===== config.mk =====
export PLATFORM = sky130hd
export DESIGN_NAME = dpbf_reader
export DESIGN_NICKNAME = d
export VERILOG_FILES = /design/src/rtl/dpbf_pkg.sv /design/src/rtl/dpbf_page_buf.sv /design/src/rtl/dpbf_ctrl.sv /design/src/rtl/dpbf_reader.sv
export SDC_FILE = /design/constraint.sdc
export NUM_CORES = 1
export LEC_CHECK = 0
export BUFFER_PORTS_ARGS = -buffer_cell sky130_fd_sc_hd__buf_2
export CAP_MARGIN = 20
export CELL_PAD_IN_SITES_DETAIL_PLACEMENT = 1
export CELL_PAD_IN_SITES_GLOBAL_PLACEMENT = 1
export CORE_MARGIN = 5
export CORE_UTILIZATION = 40
export DETAILED_ROUTE_END_ITERATION = 10
export HOLD_SLACK_MARGIN = 0.12
export PLACE_DENSITY_LB_ADDON = 0.12
export SYNTH_ARGS = -nofsm -noshare
export SYNTH_HDL_FRONTEND = slang
export SYNTH_SLANG_ARGS = --single-unit

===== constraint.sdc =====
create_clock -name clk -period 15.43 [get_ports clk]
set_input_delay 0.7715 -clock clk [delete_from_list [all_inputs] [get_ports clk]]
set_output_delay 0.7715 -clock clk [all_outputs]
set_load 0.05 [all_outputs]

===== src/rtl/dpbf_pkg.sv =====
package dpbf_pkg;
    localparam int unsigned ADDR_W       = 16;
    localparam int unsigned WORD_W       = 32;
    localparam int unsigned LINE_BYTES   = 32;
    localparam int unsigned SHADOW_BYTES = 256;
    localparam int unsigned NUM_BUF      = 2;

    localparam int unsigned OFS_W     = $clog2(LINE_BYTES);
    localparam int unsigned LINE_W    = LINE_BYTES * 8;
    localparam int unsigned WSEL_W    = $clog2(LINE_W / WORD_W);
    localparam int unsigned PAGE_W    = ADDR_W - OFS_W;
    localparam int unsigned SHADOW_AW = $clog2(SHADOW_BYTES);
    localparam int unsigned BUF_IW    = $clog2(NUM_BUF);

    typedef logic [ADDR_W-1:0] addr_t;
    typedef logic [WORD_W-1:0] word_t;
    typedef logic [LINE_W-1:0] line_t;
    typedef logic [WSEL_W-1:0] wsel_t;
    typedef logic [BUF_IW-1:0] bidx_t;

    typedef struct packed {
        logic              shadow;
        logic [PAGE_W-1:0] page;
    } tag_t;

    typedef enum logic {ST_IDLE, ST_FILL} state_t;

    function automatic tag_t tag_of(addr_t a, logic sh);
        tag_t t;
        t.shadow = sh;
        if (sh) t.page = PAGE_W'(a[SHADOW_AW-1:OFS_W]);
        else    t.page = a[ADDR_W-1:OFS_W];
        return t;
    endfunction

    function automatic bidx_t half_of(addr_t a, logic sh);
        return sh ? bidx_t'(0) : bidx_t'(a[ADDR_W-1]);
    endfunction

    function automatic wsel_t wsel_of(addr_t a);
        return a[OFS_W-1 -: WSEL_W];
    endfunction

    function automatic word_t pick(line_t l, wsel_t w);
        return l[int'(w)*WORD_W +: WORD_W];
    endfunction
endpackage


===== src/rtl/dpbf_page_buf.sv =====
module dpbf_page_buf
    import dpbf_pkg::*;
(
    input  logic  clk,
    input  logic  rst,
    input  logic  inv,
    input  logic  fill_en,
    input  tag_t  fill_tag,
    input  line_t fill_line,
    input  tag_t  look_tag,
    input  wsel_t look_wsel,
    output logic  hit,
    output word_t word
);
    logic  valid;
    tag_t  tag;
    line_t data;

    always_ff @(posedge clk) begin
        if (rst) begin
            valid <= 1'b0;
            tag   <= '0;
        end else if (inv) begin
            valid <= 1'b0;
            if (fill_en) tag <= fill_tag;
        end else if (fill_en) begin
            valid <= 1'b1;
            tag   <= fill_tag;
        end
    end

    always_ff @(posedge clk) begin
        if (fill_en) data <= fill_line;
    end

    assign hit  = valid && (tag == look_tag);
    assign word = pick(data, look_wsel);

    // invalidation leaves nothing to hit
    a_r8_inv_clears: assert property (@(posedge clk) disable iff (rst)
        inv |=> !hit);
    // a fill without invalidation holds the new page
    a_r4_fill_kept: assert property (@(posedge clk) disable iff (rst)
        fill_en && !inv |=> valid && (tag == $past(fill_tag)));
    // reset leaves the buffer empty
    a_r9_reset_empty: assert property (@(posedge clk)
        rst |=> !valid);
endmodule


===== src/rtl/dpbf_ctrl.sv =====
module dpbf_ctrl
    import dpbf_pkg::*;
(
    input  logic  clk,
    input  logic  rst,
    input  logic  req,
    input  logic  we,
    input  logic  inv,
    input  tag_t  look_tag,
    input  bidx_t look_half,
    input  wsel_t look_wsel,
    input  logic  [NUM_BUF-1:0] hit_vec,
    input  word_t buf_word [NUM_BUF],
    input  line_t arr_rdata,
    output logic  [NUM_BUF-1:0] fill_vec,
    output tag_t  fill_tag,
    output logic  arr_req,
    output logic  ack,
    output logic  err,
    output word_t rdata
);
    state_t state;
    tag_t   pend_tag;
    bidx_t  pend_half;
    wsel_t  pend_wsel;

    logic idle, rd_go, look_hit, miss_go;

    assign idle     = (state == ST_IDLE);
    assign rd_go    = idle && req && !we;
    assign look_hit = hit_vec[look_half] && !inv;
    assign miss_go  = rd_go && !look_hit;
    assign arr_req  = miss_go;
    assign fill_tag = pend_tag;

    for (genvar g = 0; g < NUM_BUF; g++) begin : g_fill
        assign fill_vec[g] = (state == ST_FILL) && (pend_half == bidx_t'(g));
    end

    always_ff @(posedge clk) begin
        if (rst) begin
            state     <= ST_IDLE;
            ack       <= 1'b0;
            err       <= 1'b0;
            rdata     <= '0;
            pend_tag  <= '0;
            pend_half <= '0;
            pend_wsel <= '0;
        end else begin
            ack <= 1'b0;
            err <= 1'b0;
            case (state)
                ST_IDLE: begin
                    if (req && we) begin
                        err <= 1'b1;
                    end else if (rd_go && look_hit) begin
                        ack   <= 1'b1;
                        rdata <= buf_word[look_half];
                    end else if (miss_go) begin
                        state     <= ST_FILL;
                        pend_tag  <= look_tag;
                        pend_half <= look_half;
                        pend_wsel <= look_wsel;
                    end
                end
                ST_FILL: begin
                    ack   <= 1'b1;
                    rdata <= pick(arr_rdata, pend_wsel);
                    state <= ST_IDLE;
                end
                default: state <= ST_IDLE;
            endcase
        end
    end

    // hit answered on the next clock
    a_r3_hit_one_clock: assert property (@(posedge clk) disable iff (rst)
        rd_go && look_hit |=> ack && !err);
    // miss answered on the second clock
    a_r4_miss_two_clocks: assert property (@(posedge clk) disable iff (rst)
        miss_go |=> !ack ##1 ack);
    // one fetch pulse per miss
    a_r4_single_fetch: assert property (@(posedge clk) disable iff (rst)
        arr_req |=> !arr_req && !ack);
    // write ends in an error only
    a_r5_write_err: assert property (@(posedge clk) disable iff (rst)
        idle && req && we |=> err && !ack);
    // responses exclusive
    a_r10_one_response: assert property (@(posedge clk) disable iff (rst)
        !(ack && err));
endmodule


===== src/rtl/dpbf_reader.sv =====
module dpbf_reader
    import dpbf_pkg::*;
(
    input  logic                  clk,
    input  logic                  rst,
    input  logic                  req,
    input  logic                  we,
    input  logic [ADDR_W-1:0]     addr,
    input  logic                  shadow_en,
    input  logic                  inv,
    output logic                  ack,
    output logic                  err,
    output logic [WORD_W-1:0]     rdata,
    output logic                  arr_req,
    output logic                  arr_shadow,
    output logic [PAGE_W-1:0]     arr_page,
    input  logic [LINE_W-1:0]     arr_rdata
);
    tag_t  look_tag, fill_tag;
    bidx_t look_half;
    wsel_t look_wsel;
    logic  [NUM_BUF-1:0] hit_vec, fill_vec;
    word_t buf_word [NUM_BUF];

    assign look_tag   = tag_of(addr, shadow_en);
    assign look_half  = half_of(addr, shadow_en);
    assign look_wsel  = wsel_of(addr);
    assign arr_shadow = look_tag.shadow;
    assign arr_page   = look_tag.page;

    for (genvar g = 0; g < NUM_BUF; g++) begin : g_buf
        dpbf_page_buf u_buf (
            .clk       (clk),
            .rst       (rst),
            .inv       (inv),
            .fill_en   (fill_vec[g]),
            .fill_tag  (fill_tag),
            .fill_line (arr_rdata),
            .look_tag  (look_tag),
            .look_wsel (look_wsel),
            .hit       (hit_vec[g]),
            .word      (buf_word[g])
        );
    end

    dpbf_ctrl u_ctrl (
        .clk       (clk),
        .rst       (rst),
        .req       (req),
        .we        (we),
        .inv       (inv),
        .look_tag  (look_tag),
        .look_half (look_half),
        .look_wsel (look_wsel),
        .hit_vec   (hit_vec),
        .buf_word  (buf_word),
        .arr_rdata (arr_rdata),
        .fill_vec  (fill_vec),
        .fill_tag  (fill_tag),
        .arr_req   (arr_req),
        .ack       (ack),
        .err       (err),
        .rdata     (rdata)
    );
endmodule


==> reports/summary.md <==
The area of the die came out at 67900 sq um. The number of nets at the end of the flow was 2386. The wire length of the first global-routing pass is 112000 um, and the final-report setup violation count is 0. The internal portion of the total power is 2.76 mW. The average vias per placed instance is 5.61, and the sum of net half-perimeters after detailed placement is 44500 um.

The number of setup buffers added after CTS came out at 0. The prevailing post-synth register cell was sky130_fd_sc_hd__edfxtp_1. Dividing total power by cell area gives a power density of 122 nW/um^2.

Post-synthesis instance area: 25100 sq um. The run finished with clean final reports. The floorplan has 91 rows. The global-route congestion overflow total is 0, and the post-cts repair resize count is 0. The tree is rooted in a sky130_fd_sc_hd__clkbuf_16. The worst register-to-register path begins at u_ctrl.state.

The hold violation total from the final report came out at 0. Path type of the worst min-delay path: input pin to flip-flop. For the required arrival time at the worst endpoint, the log shows 14.66 ns.

Worst setup path category: input pin to output port. The relative slew slack was 26.1%; the post-route antenna net violation count was 0. Data on the critical path arrives at its endpoint at 3.98 ns. The total instance count after detailed placement came out at 2875. The tools report the number of remaining DRC errors as 0. The share of power burned in combinational logic was 8.3%. The multiplexer fraction of the synthesized cell area is 10.2%, and the share of power burned in the clock network is 42.4%. The initial utilization of the core area, before any placement, comes to 40.5%.

The die extent in y works out to 261 um. In the final routed layout, each cell accounts on average for 25.5 um. For the count of clock tree sinks, the log shows 588. Clock latency on the worst-skew pair, taken at its later pin, is 0.60 ns. The number of antenna violations at the first check in global routing came out at 27.

The synthesized netlist devotes 0.523% of its cell area to XOR and XNOR gates. For the count of yosys warnings during synthesis, the log shows 0. The detailed router finished its first iteration with 1285 violations.

The synthesized netlist devotes 0% of its cell area to adder and majority cells. The clock tree buffer depth is 3, and the post-route fraction of the period consumed by the critical path is 30.8%. Cells with a size suffix above 1 make up 23.9% of the layout. The post-route minimum period was 4.75 ns.

The setup TNS after final layout is 0 ns, and the post-route standard cell area excluding fillers is 29500 sq um. In this run the number of H-tree levels came out at 3. In this run the worst path has a maximum fanout of 103.

The top achievable clock speed came out at 0.211 GHz. The logs give 0.741 for the routability congestion estimate and 3.61 mW for the power after layout. The kind of end point of the critical path is an output port. Summing the areas of all compound-gate instances in the mapped netlist gives 8.84% of the synthesized area. The tools report the share of synthesized area occupied by flip-flops and latches as 67.3%. The filler-free cell count of the finished design was 3014.

Combinational family with the most area after synthesis: simple AND/OR/NAND/NOR gates. For this block, the via count after detailed routing is 16900. The I/O pin count came out at 325.

Of the total synthesized cell area, the portion taken by AND, OR, NAND and NOR gates is 10.5%. Part of the power in registers: 49.2%. In this run the static leakage power is 10.3 nW. The number of global-route vias before repair is 17900. Distinct cell type count of the synthesized netlist: 45. Setup repair after global routing left no endpoint under its margin. Of all flip-flops after synthesis, the portion carrying an async set or reset was 0%. The largest net degree at the start of global routing is 143. At the pin with the least slew margin, the transition time is 1.11 ns. The first detailed-routing pass ran for 5 iterations. In this run the power spent charging and discharging nets is 0.848 mW. When the netlist entered floorplanning its net count stood at 2117. Summing all placed instances gives a cell area of 27400 sq um. The number of synthesized flops with an enable pin was 512; the mean post-synth cell area was 13.7 sq um.

In this run the standard cell core region covers 61900 sq um. After synthesis the netlist holds a flip-flop and latch count of 588. The startpoint identified for the worst hold timing path is arr_rdata[88]. The net switching share of the total power was 23.5%; the highest ir drop seen on vdd was 81.0 uV. The cell count after synthesis is 1839, and the width of the die is 261 um. The final-report max-slew violation count was 0; the clock transition time at the flip-flop clock pins of the worst setup and hold paths was 0.06 ns. For the total of fill cells in the finished design, the log shows 6396. During placement, the flow inserted port buffers numbering 322. TritonCTS built the clock tree.

On the final layout, the worst clock skew is 0.0228 ns. Global routing used 22.0% of the available tracks. The run gives 0 as the quantity of hold-fixing buffers added after cts. The routed design has 76900 um of wire.

Buffers inserted during clock tree synthesis total 68. From synthesis to final layout, the design area changed by 17.6%. The startpoint class of the critical path was an input pin.

Number of max-capacitance violations reported: 0. The startpoint of the most critical setup path is shadow_en.
[state kept, by name, summed over array words and instances, names as in the netlist]
| name | flops |
|---|---|
| u_ctrl.ack | 1 |
| u_ctrl.pend_half | 1 |
| u_ctrl.pend_wsel | 3 |
| u_ctrl.fill_tag | 11 |
| g_buf.u_buf.data | 512 |
| u_ctrl.rdata | 32 |
| u_ctrl.err | 1 |
| g_buf.u_buf.tag | 24 |
| u_ctrl.state | 1 |
| g_buf.u_buf.valid | 2 |
[synth_stat cells, drive strengths merged (2+ instances only)]
library cell | count | area share [%]
edfxtp | 512 | 61
nand2 | 431 | 6.4
mux2i | 108 | 4.3
clkbuf | 91 | 1.4
dfxtp | 76 | 6.1
a32oi | 67 | 2.3
a211oi | 65 | 2.0
a31oi | 65 | 1.6
mux4 | 64 | 5.7
nand3 | 64 | 1.3
buf | 55 | 1.2
a21o | 32 | 0.96
a311oi | 32 | 1.1
and3 | 32 | 0.80
nand2b | 31 | 0.77
a21oi | 23 | 0.46
nor2 | 22 | 0.33
xnor2 | 13 | 0.45
nor2b | 11 | 0.27
o21ai | 7 | 0.14
inv | 6 | 0.090
nand4b | 4 | 0.14
mux2 | 3 | 0.13
nor3 | 3 | 0.060
nor3b | 3 | 0.090
a2111oi | 2 | 0.070
and2 | 2 | 0.050
nand3b | 2 | 0.060
or4b | 2 | 0.080
xor2 | 2 | 0.070
[final timing paths]
check,end,slack (ns),depth (start not counted)
worst max-delay path,arr_req,10.68,9
worst min-delay path,g_buf[0].u_buf.data[88],0.37,1
worst max register to register,g_buf[0].u_buf.data[144],10.98,4
worst min register to register,g_buf[0].u_buf.tag[2],0.47,2
[kinds of logic after synthesis]
family / after synthesis
muxes: 175
buffers and inverters: 152
DFF: 588
AOI/OAI and AO/OA: 297
xor gates and xnor gates: 15
and+or+nand+nor: 612
[stage by stage]
step                hold WS [ns]  utilization (%)  worst slack, ns
floorplan                  0.431                -             6.83
global placement           0.452             44.2            10.37
detailed placement         0.463             44.2            10.35
CTS                        0.330             47.6            10.64
global route               0.337             47.7            10.48
finish                     0.372             47.7            10.68
[layout by cell type (no fill, tap or decap), types with 8 or more instances in the layout]
cell type / n
sky130_fd_sc_hd__mux2i_1: 108
sky130_fd_sc_hd__a211oi_1: 64
sky130_fd_sc_hd__nor2b_1: 9
sky130_fd_sc_hd__buf_2: 321
sky130_fd_sc_hd__nand3_1: 64
sky130_fd_sc_hd__a21o_1: 32
sky130_fd_sc_hd__clkbuf_1: 15
sky130_fd_sc_hd__a31oi_1: 65
sky130_fd_sc_hd__diode_2: 16
sky130_fd_sc_hd__buf_4: 23
sky130_fd_sc_hd__clkinv_1: 18
sky130_fd_sc_hd__a21oi_1: 23
sky130_fd_sc_hd__clkinv_2: 8
sky130_fd_sc_hd__and3_1: 32
sky130_fd_sc_hd__xnor2_1: 13
sky130_fd_sc_hd__a32oi_1: 67
sky130_fd_sc_hd__nand2b_1: 29
sky130_fd_sc_hd__edfxtp_1: 512
sky130_fd_sc_hd__mux4_2: 64
sky130_fd_sc_hd__nand2_1: 431
sky130_fd_sc_hd__clkbuf_16: 69
sky130_fd_sc_hd__a311oi_1: 32
sky130_fd_sc_hd__dfxtp_1: 72
sky130_fd_sc_hd__nor2_1: 21
[critical path: stages]
cell and delay, ns:
sky130_fd_sc_hd__buf_2 0.36, sky130_fd_sc_hd__nand2b_4 0.76, sky130_fd_sc_hd__inv_8 0.44, sky130_fd_sc_hd__nand4b_1 0.24
sky130_fd_sc_hd__nor2_1 0.07, sky130_fd_sc_hd__a32o_2 0.26, sky130_fd_sc_hd__buf_4 0.37, sky130_fd_sc_hd__a211oi_4 0.34
sky130_fd_sc_hd__buf_2 0.30
[routing by layer]
metal,part of all wire (%),vias to the layer above,GRT usage (%)
met5,0.15,-,0
met2,50,455,37.3
li1,-,7619,-
met3,6.4,116,5.39
met4,1.9,18,6.03
met1,42,8711,28.3
[final cells by class]
cell class / instances / area [sq um] / area share [%]
inverter: 6 / 45.0 / 0.152
multi-input combinational: 1099 / 7590 / 25.7
timing repair buffer: 345 / 1800 / 6.09
clock inverter: 35 / 264 / 0.894
clock buffer: 88 / 1840 / 6.22
tap: 837 / 1050 / 3.55
sequential: 588 / 16900 / 57.2
antenna: 16 / 40.0 / 0.136
[power by group through the flow]
stage	logic, mW	clock network [mW]	registers, mW
2_1_floorplan	0.165	0	1.83
3_3_place_gp	0.298	0	1.81
3_5_place_dp	0.304	0	1.81
4_1_cts	0.305	1.56	1.78
5_1_grt	0.326	1.64	1.78
6_report	0.301	1.53	1.78
(Power assumes the default switching activity.)
